--- src/rtl/exec_state_pkg.sv ---
package exec_state_pkg;
  typedef enum logic [1:0] {
    XS_RUN  = 2'd0,
    XS_TRAP = 2'd1,
    XS_HALT = 2'd2
  } xstate_e;

  localparam int unsigned OPC_STOP   = 1;
  localparam int unsigned OPC_RESET  = 2;
  localparam int unsigned OPC_RETURN = 3;
  localparam int unsigned OPC_SRWR   = 4;
  localparam int unsigned OPC_USPMV  = 5;
endpackage

--- src/rtl/est_priv_filter.sv ---
module est_priv_filter
  import exec_state_pkg::*;
#(
  parameter int unsigned CLS_W = 3
) (
  input  logic             user_mode,
  input  logic             op_valid,
  input  logic [CLS_W-1:0] op_class,
  output logic             viol
);
  function automatic logic reserved_class(input logic [CLS_W-1:0] c);
    int unsigned v;
    v = int'(c);
    return (v == OPC_STOP) || (v == OPC_RESET) || (v == OPC_RETURN) ||
           (v == OPC_SRWR) || (v == OPC_USPMV);
  endfunction

  always_comb viol = user_mode && op_valid && reserved_class(op_class);
endmodule

--- src/rtl/est_halt_ctrl.sv ---
module est_halt_ctrl
  import exec_state_pkg::*;
(
  input  logic    clk,
  input  logic    rst_n,
  input  xstate_e cur,
  input  logic    halt_line,
  input  logic    insn_done,
  input  logic    dbl_fault,
  output logic    halt_enter,
  output logic    halt_leave,
  output logic    fault_halt
);
  logic at_boundary;
  logic fault_take;
  logic fault_q;

  always_comb begin
    at_boundary = halt_line && insn_done;
    fault_take  = (cur != XS_HALT) && dbl_fault;
    halt_enter  = (cur != XS_HALT) && (dbl_fault || at_boundary);
    halt_leave  = (cur == XS_HALT) && !fault_q && !halt_line;
  end

  always_ff @(posedge clk or negedge rst_n) begin
    if (!rst_n)          fault_q <= 1'b0;
    else if (fault_take) fault_q <= 1'b1;
  end

  assign fault_halt = fault_q;


  fault_sticky_chk: assert property (@(posedge clk) disable iff (!rst_n)
    (cur == XS_HALT && fault_q) |=> (cur == XS_HALT));
endmodule

--- src/rtl/est_next_state.sv ---
module est_next_state
  import exec_state_pkg::*;
(
  input  xstate_e cur,
  input  logic    exc_req,
  input  logic    exc_ret,
  input  logic    sr_wr,
  input  logic    sr_wr_sup,
  input  logic    halt_enter,
  input  logic    halt_leave,
  output xstate_e nxt
);
  function automatic xstate_e step_fn(input xstate_e s, input logic req,
                                      input logic ret, input logic drop_sup,
                                      input logic h_in, input logic h_out);
    if (h_in) return XS_HALT;
    case (s)
      XS_RUN:  return req ? XS_TRAP : XS_RUN;
      XS_TRAP: return req ? XS_TRAP : ((ret || drop_sup) ? XS_RUN : XS_TRAP);
      XS_HALT: return h_out ? XS_RUN : XS_HALT;
      default: return XS_TRAP;
    endcase
  endfunction

  always_comb nxt = step_fn(cur, exc_req, exc_ret, sr_wr && !sr_wr_sup,
                            halt_enter, halt_leave);
endmodule

--- src/rtl/exec_state_ctrl.sv ---
module exec_state_ctrl
  import exec_state_pkg::*;
#(
  parameter int unsigned CLS_W = 3
) (
  input  logic             clk,
  input  logic             rst_n,
  input  logic             exc_req_i,
  input  logic             exc_ret_i,
  input  logic             sr_wr_i,
  input  logic             sr_wr_sup_i,
  input  logic             halt_i,
  input  logic             dbl_fault_i,
  input  logic             insn_done_i,
  input  logic             op_valid_i,
  input  logic [CLS_W-1:0] op_class_i,
  output logic [1:0]       state_o,
  output logic             sup_o,
  output logic             priv_viol_o,
  output logic             stall_o
);
  xstate_e state_q;
  xstate_e state_d;
  logic    halt_enter;
  logic    halt_leave;
  logic    fault_halt;
  logic    user_mode;

  assign user_mode = (state_q == XS_RUN);

  est_halt_ctrl u_halt (
    .clk        (clk),
    .rst_n      (rst_n),
    .cur        (state_q),
    .halt_line  (halt_i),
    .insn_done  (insn_done_i),
    .dbl_fault  (dbl_fault_i),
    .halt_enter (halt_enter),
    .halt_leave (halt_leave),
    .fault_halt (fault_halt)
  );

  est_next_state u_next (
    .cur        (state_q),
    .exc_req    (exc_req_i),
    .exc_ret    (exc_ret_i),
    .sr_wr      (sr_wr_i),
    .sr_wr_sup  (sr_wr_sup_i),
    .halt_enter (halt_enter),
    .halt_leave (halt_leave),
    .nxt        (state_d)
  );

  est_priv_filter #(.CLS_W(CLS_W)) u_priv (
    .user_mode (user_mode),
    .op_valid  (op_valid_i),
    .op_class  (op_class_i),
    .viol      (priv_viol_o)
  );

  always_ff @(posedge clk or negedge rst_n) begin
    if (!rst_n) state_q <= XS_TRAP;
    else        state_q <= state_d;
  end

  assign state_o = state_q;
  assign sup_o   = (state_q != XS_RUN);
  assign stall_o = (state_q == XS_HALT);


  legal_code_chk: assert property (@(posedge clk) disable iff (!rst_n)
    state_o != 2'd3);


  viol_user_only_chk: assert property (@(posedge clk) disable iff (!rst_n)
    priv_viol_o |-> (state_o == 2'd0 && !sup_o));


  trap_entry_chk: assert property (@(posedge clk) disable iff (!rst_n)
    (state_o == 2'd0 && exc_req_i && !dbl_fault_i && !(halt_i && insn_done_i))
    |=> (state_o == 2'd1 && sup_o));


  trap_return_chk: assert property (@(posedge clk) disable iff (!rst_n)
    (state_o == 2'd1 && !exc_req_i && exc_ret_i && !dbl_fault_i &&
     !(halt_i && insn_done_i)) |=> (state_o == 2'd0));


  boundary_only_chk: assert property (@(posedge clk) disable iff (!rst_n)
    (state_o != 2'd2 && !dbl_fault_i && !insn_done_i) |=> !stall_o);


  halt_release_chk: assert property (@(posedge clk) disable iff (!rst_n)
    (stall_o && !fault_halt && !halt_i) |=> (state_o == 2'd0));


  fault_halt_chk: assert property (@(posedge clk) disable iff (!rst_n)
    (!stall_o && dbl_fault_i) |=> (stall_o && fault_halt));
endmodule

--- config.mk ---
export PLATFORM = sky130hd
export DESIGN_NAME = exec_state_ctrl
export DESIGN_NICKNAME = d
export VERILOG_FILES = /design/src/rtl/exec_state_pkg.sv /design/src/rtl/est_priv_filter.sv /design/src/rtl/est_halt_ctrl.sv /design/src/rtl/est_next_state.sv /design/src/rtl/exec_state_ctrl.sv
export SDC_FILE = /design/constraint.sdc
export NUM_CORES = 1
export LEC_CHECK = 0
export ABC_AREA = 1
export CAP_MARGIN = 5
export CORE_AREA = 2 2 39 41
export DETAILED_ROUTE_END_ITERATION = 7
export DIE_AREA = 0 0 41 43
export DONT_BUFFER_PORTS = 1
export GPL_ROUTABILITY_DRIVEN = 0
export PLACE_DENSITY = 0.35
export SETUP_SLACK_MARGIN = 0.1
export SLEW_MARGIN = 10
export SYNTH_ARGS = -nofsm -noshare
export SYNTH_HDL_FRONTEND = slang
export SYNTH_SLANG_ARGS = --single-unit
--- constraint.sdc ---
create_clock -name clk -period 1.4 [get_ports clk]
set_input_delay 0.14 -clock clk [delete_from_list [all_inputs] [get_ports clk]]
set_output_delay 0.14 -clock clk [all_outputs]
set_load 0.02 [all_outputs]
==> qor.yml, run 1 <==
ys_ff_latch: 3
start_util_pct: 13.6
first_iter_violations: 0
rsz0062_at_grt: "yes"
maxSlewHeadroom_pct: 76.5
vdd_drop_max_v: 0.000496
synth-seq-area-share_pct: 40.7
final_cell_mix: "inv_1 (5), nand2_1 (5), clkbuf_4 (3)"
avgSynthCellArea_um2: 7.82
crit_start: "state_o[0]"
stdcell_area_um2: 262
syn-cell-area_um2: 188
finalSetupTns_ns: 0
grtUsageMet1_pct: 6.17
port_buffers: 0
grt_pass1_wl_um: 621
drc_errors: 0
clock_sinks: 3
grt_use_met2_pct: 6.88
placed_area_um2: 215
vias: 181
r2r_end: "state_o[1]"
critPathLaunchType: "flip-flop"
setup_violations: 0
synth_warnings: 0
grt_overflow: 0
coreArea_um2: 1380
r2r-start: "state_o[0]"
wire_per_inst_um: 9.80
syn_to_final_growth_pct: 39.3
antenna_found_initial: 0
hold_path.class: "in -> reg"
cp_max_fo: 4
rrSetupSlack_ns: 0.37
cts_tree: "yes"
grt_most_used_layer: "met4"
required_ns: 1.26
grt_pass1_vias: 179
die_h_um: 43
placementRows: 14
layout.nets: 44
fin_cells: 46
final-hold-violation-count: 0
clk_latency_ns: 0.23
power.density_nw_per_um2: 2270
fin_skew_ns: 0.000906
fin_crit_sh_pct: 91.1
hpwl_um: 344
grt_max_degree: 6
layout-drive-gt1-share_pct: 33.3
hold_depth: 2
die_area_um2: 1760
cts_inserted_buffers: 3
grt_util_all_layers_pct: 6.04
met3_usage_pct: 3.66
finalWirelength_um: 451
endpoint: "priv_viol_o"
die_x_um: 41
post-route-util_pct: 18.9
via_per_inst: 3.93
dr.pass1.iters: 1
synthesis.nets: 37
crit_type: "reg -> out"
dp_cells: 41
status: "complete, no violations"
clk_path_buf_depth: 2
clkTransAtPathRegs_ns: 0.04
root_buffer: "clkbuf_4"
fmax_ghz: 0.784
antenna_cells: 0
max_cap_violations: 0
ys_types: 14
leakage_nw: 0.111
maxSlewViolCount: 0
cp_data_arrival_time_ns: 1.14
worstRegToRegCells: 3
period_minus_slack_ns: 1.28
end_kind: "output pin"
tightest_slew_ns: 0.349
cts_setup_buffers: 0
htree_levels: 1
pin_count: 18
netlist_instances: 24
ant_nets: 0
flip-flops by register name (all words and copies together), names as in the netlist:
register,cells
state_o,2
u_halt.fault_halt,1
layout make-up:
type / count / area [um^2]
fillers: 157 / 1120
multi-input cells: 16 / 103
flip-flops and latches: 3 / 76.3
clock buffers: 4 / 26.3
well taps: 16 / 20.0
inverters: 5 / 18.8
repair buffers: 2 / 17.5
layer usage:
layer	wire [um]	vias up
met3	64	2
li1	-	85
met2	169	15
met4	11	0
met1	205	79
met5	0	-
synth_stat cells:
| library cell | n | area, um^2 |
|---|---|---|
| a21oi_2 | 1 | 8.76 |
| nor3_1 | 1 | 5.00 |
| nor2_2 | 1 | 6.26 |
| nor2_1 | 1 | 3.75 |
| dfrtp_1 | 2 | 50.1 |
| a211oi_2 | 1 | 12.5 |
| o21ai_1 | 1 | 5.00 |
| nor2_4 | 1 | 11.3 |
| a21oi_1 | 1 | 5.00 |
| o21ai_0 | 1 | 5.00 |
| o21bai_1 | 1 | 7.51 |
| dfstp_2 | 1 | 26.3 |
| nand2_1 | 6 | 22.5 |
| inv_1 | 5 | 18.8 |
power by group:
group | switching, mW | total, mW | internal (mW)
Combinational | 0.173 | 0.256 | 0.0823
Clock | 0.0458 | 0.153 | 0.107
Sequential | 0.0573 | 0.184 | 0.127
critical path, cell delays in order, from the launching register on:
cell	delay, ns
dfstp_2	0.42
nor2_2	0.13
nand2_2	0.07
a211oi_4	0.27
per-stage QoR:
stage	power (mW)	hold WS, ns	worst slack [ns]
floorplan	0.378	-0.156	0.252
global placement	0.425	-0.156	0.240
detailed placement	0.429	-0.155	0.240
CTS	0.606	0.0238	0.100
global route	0.637	0.0360	0.0658
finish	0.592	0.0393	0.125
cells by family (layout without fill, tap and decap cells):
logic type	after synthesis	in the layout	share of synthesized area (%)
flops	3	3	40.7
simple gates	10	10	26.0
buf+inv	5	11	10.0
compound gates	6	6	23.3
how the worst min path moves through the flow:
stage,from,end
3_3_place_gp,rst_n,u_halt.fault_halt
5_1_grt,exc_req_i,state_o[0]
2_1_floorplan,rst_n,state_o[1]
6_report,exc_req_i,state_o[0]
3_5_place_dp,rst_n,state_o[1]
4_1_cts,exc_req_i,state_o[0]
timing repair:
action	in CTS	in global routing
hold endpoints to repair	3	0
setup endpoints to repair	1	1
pin swaps	2	0
hold buffers	1	0
resized for setup	2	0
Note: power is estimated with default switching activity, not from simulation.
==> run 2, diff against run 1 <==
==> constraint.sdc (replaced) <==
create_clock -name clk -period 1.4 [get_ports clk]
set_input_delay 0.07 -clock clk [delete_from_list [all_inputs] [get_ports clk]]
set_output_delay 0.07 -clock clk [all_outputs]
set_load 0.02 [all_outputs]
==> run 2 against run 1 <==
Effect of this change: clock skew hardly changed; largest power group unchanged; largest cell class unchanged; clock power is essentially flat; non-clock buffer count rose by 2.
==> qor.yml, run 2 (synthesized netlist as in run 1, its figures left out) <==
status: "complete, no violations"
drc_errors: 0  # unchanged
power.density_nw_per_um2: 2050  # -9.7%
htree_levels: 1  # unchanged
holdCritStartpoint: "dbl_fault_i"
cp_max_fo: 3  # -1
via_per_inst: 3.96  # +0.60%
placementRows: 14  # unchanged
antenna_cells: 0  # unchanged
regArea_um2: 77.6  # +1.6%
grt_max_degree: 6  # unchanged
die_area_um2: 1760  # unchanged
rsz0062_at_grt: "yes"
hold_path.class: "in -> reg"
grt_overflow: 0  # unchanged
multi_input_area_um2: 100  # -2.4%
pin_count: 18  # unchanged
cts_tree: "yes"
dr.pass1.iters: 2  # +1
clk_path_buf_depth: 2  # unchanged
critPathLaunchType: "flip-flop"
syn_to_final_growth_pct: 50.7
grt_pass1_vias: 202  # +13%
start_util_pct: 13.6  # unchanged
r2r-start: "state_o[0]"
tightest_slew_ns: 0.349  # -0.000738 ns
root_buffer: "clkbuf_4"
cts_inserted_buffers: 3  # unchanged
required_ns: 1.33  # +0.07 ns
first_iter_violations: 3  # +3
finalSetupTns_ns: 0  # unchanged
layout-drive-gt1-share_pct: 28.1  # -5.2 points
antenna_found_initial: 0  # unchanged
max_cap_violations: 0  # unchanged
vdd_drop_max_v: 0.000646  # +30%
cts_setup_buffers: 0  # unchanged
vias: 190  # +5.0%
end_kind: "output pin"
fillCellCount: 163  # +3.8%
die_h_um: 43  # unchanged
period_minus_slack_ns: 1.25  # -0.0215 ns
hpwl_um: 351  # +1.9%
grt_util_all_layers_pct: 6.85  # +0.81 points
fin_crit_sh_pct: 89.6  # -1.5 points
ant_nets: 0  # unchanged
final-hold-violation-count: 0  # unchanged
crit_start: "state_o[1]"
grt_pass1_wl_um: 745  # +20%
crit_type: "reg -> out"
cp_data_arrival_time_ns: 1.18  # +0.04 ns
maxSlewViolCount: 0  # unchanged
die_x_um: 41  # unchanged
leakage_nw: 0.118  # +6.5%
finalPower_uw: 578  # -2.4%
worstRegToRegCells: 3  # unchanged
layout.nets: 46  # +4.5%
hold_depth: 3  # +1
setup_violations: 0  # unchanged
clkTransAtPathRegs_ns: 0.04  # about the same
fmax_ghz: 0.798  # +1.7%
clk_latency_ns: 0.23  # about the same
coreArea_um2: 1380  # unchanged
wire_per_inst_um: 9.83  # +0.30%
finalWirelength_um: 472  # +4.7%
port_buffers: 0  # unchanged
largest_reg_flops: 2  # unchanged
fin_skew_ns: 0.00113  # +0.000222 ns
maxSlewHeadroom_pct: 76.6  # about the same
final_cell_mix: "nand2_1 (6), inv_1 (5), dlygate4sd3_1 (4)"
clock_sinks: 3  # unchanged
final_common_cell: "nand2_1"
-- run 2: per-stage QoR --
step	setup slack, ns	utilization (%)	instances	area, um^2	hold slack (ns)
after floorplan	0.322	-	24	188	-0.226
after global placement	0.258	15.0	40	208	-0.226
after detailed placement	0.259	15.0	40	208	-0.225
after CTS	0.126	20.4	48	283	0.0257
after global routing	0.0591	20.4	48	283	0.0296
final	0.146	20.4	48	283	0.0296
-- run 2: worst paths after layout --
path | end | slack [ns]
setup / recovery | priv_viol_o | 0.15
hold / removal | state_o[0] | 0.03
setup reg to reg | state_o[1] | 0.37
hold reg to reg | u_halt.fault_halt | 0.49
max in group asynchronous | state_o[0] | 1.09
min in group asynchronous | u_halt.fault_halt | 0.09
-- run 2: layer usage --
layer / GRT usage (%) / share of wire (%) / up-vias
li1: - / - / 90
met1: 5.84 / 41 / 83
met3: 4.71 / 14 / 2
met5: 0 / 0 / -
met4: 8.00 / 2.3 / 0
met2: 9.06 / 43 / 15
-- run 2: where the power goes --
part           total (mW)  internal, mW  switching, mW
sequential          0.206         0.129         0.0764
combinational       0.219        0.0685          0.151
clock               0.153         0.107         0.0465
total               0.578         0.305          0.274
-- run 2: layout make-up --
cell class,count,area share [%]
flip-flops and latches,3,27.4
multi-input cells,16,35.4
well taps,16,7.08
repair buffers,4,14.2
inverters,5,6.64
clock buffers,4,9.29
-- run 2: timing repair --
action                                  in CTS  in global routing
endpoints found under the hold margin        6                  0
pin swaps                                    1                  0
hold buffers                                 4                  0
endpoints found under the setup margin       1                  1
resized for setup                            2                  0
-- run 2: critical path: stages (launching register included) --
cell and delay [ns]:
dfrtp_2 0.46, nor2_2 0.12, nand2_1 0.09, a211oi_4 0.28
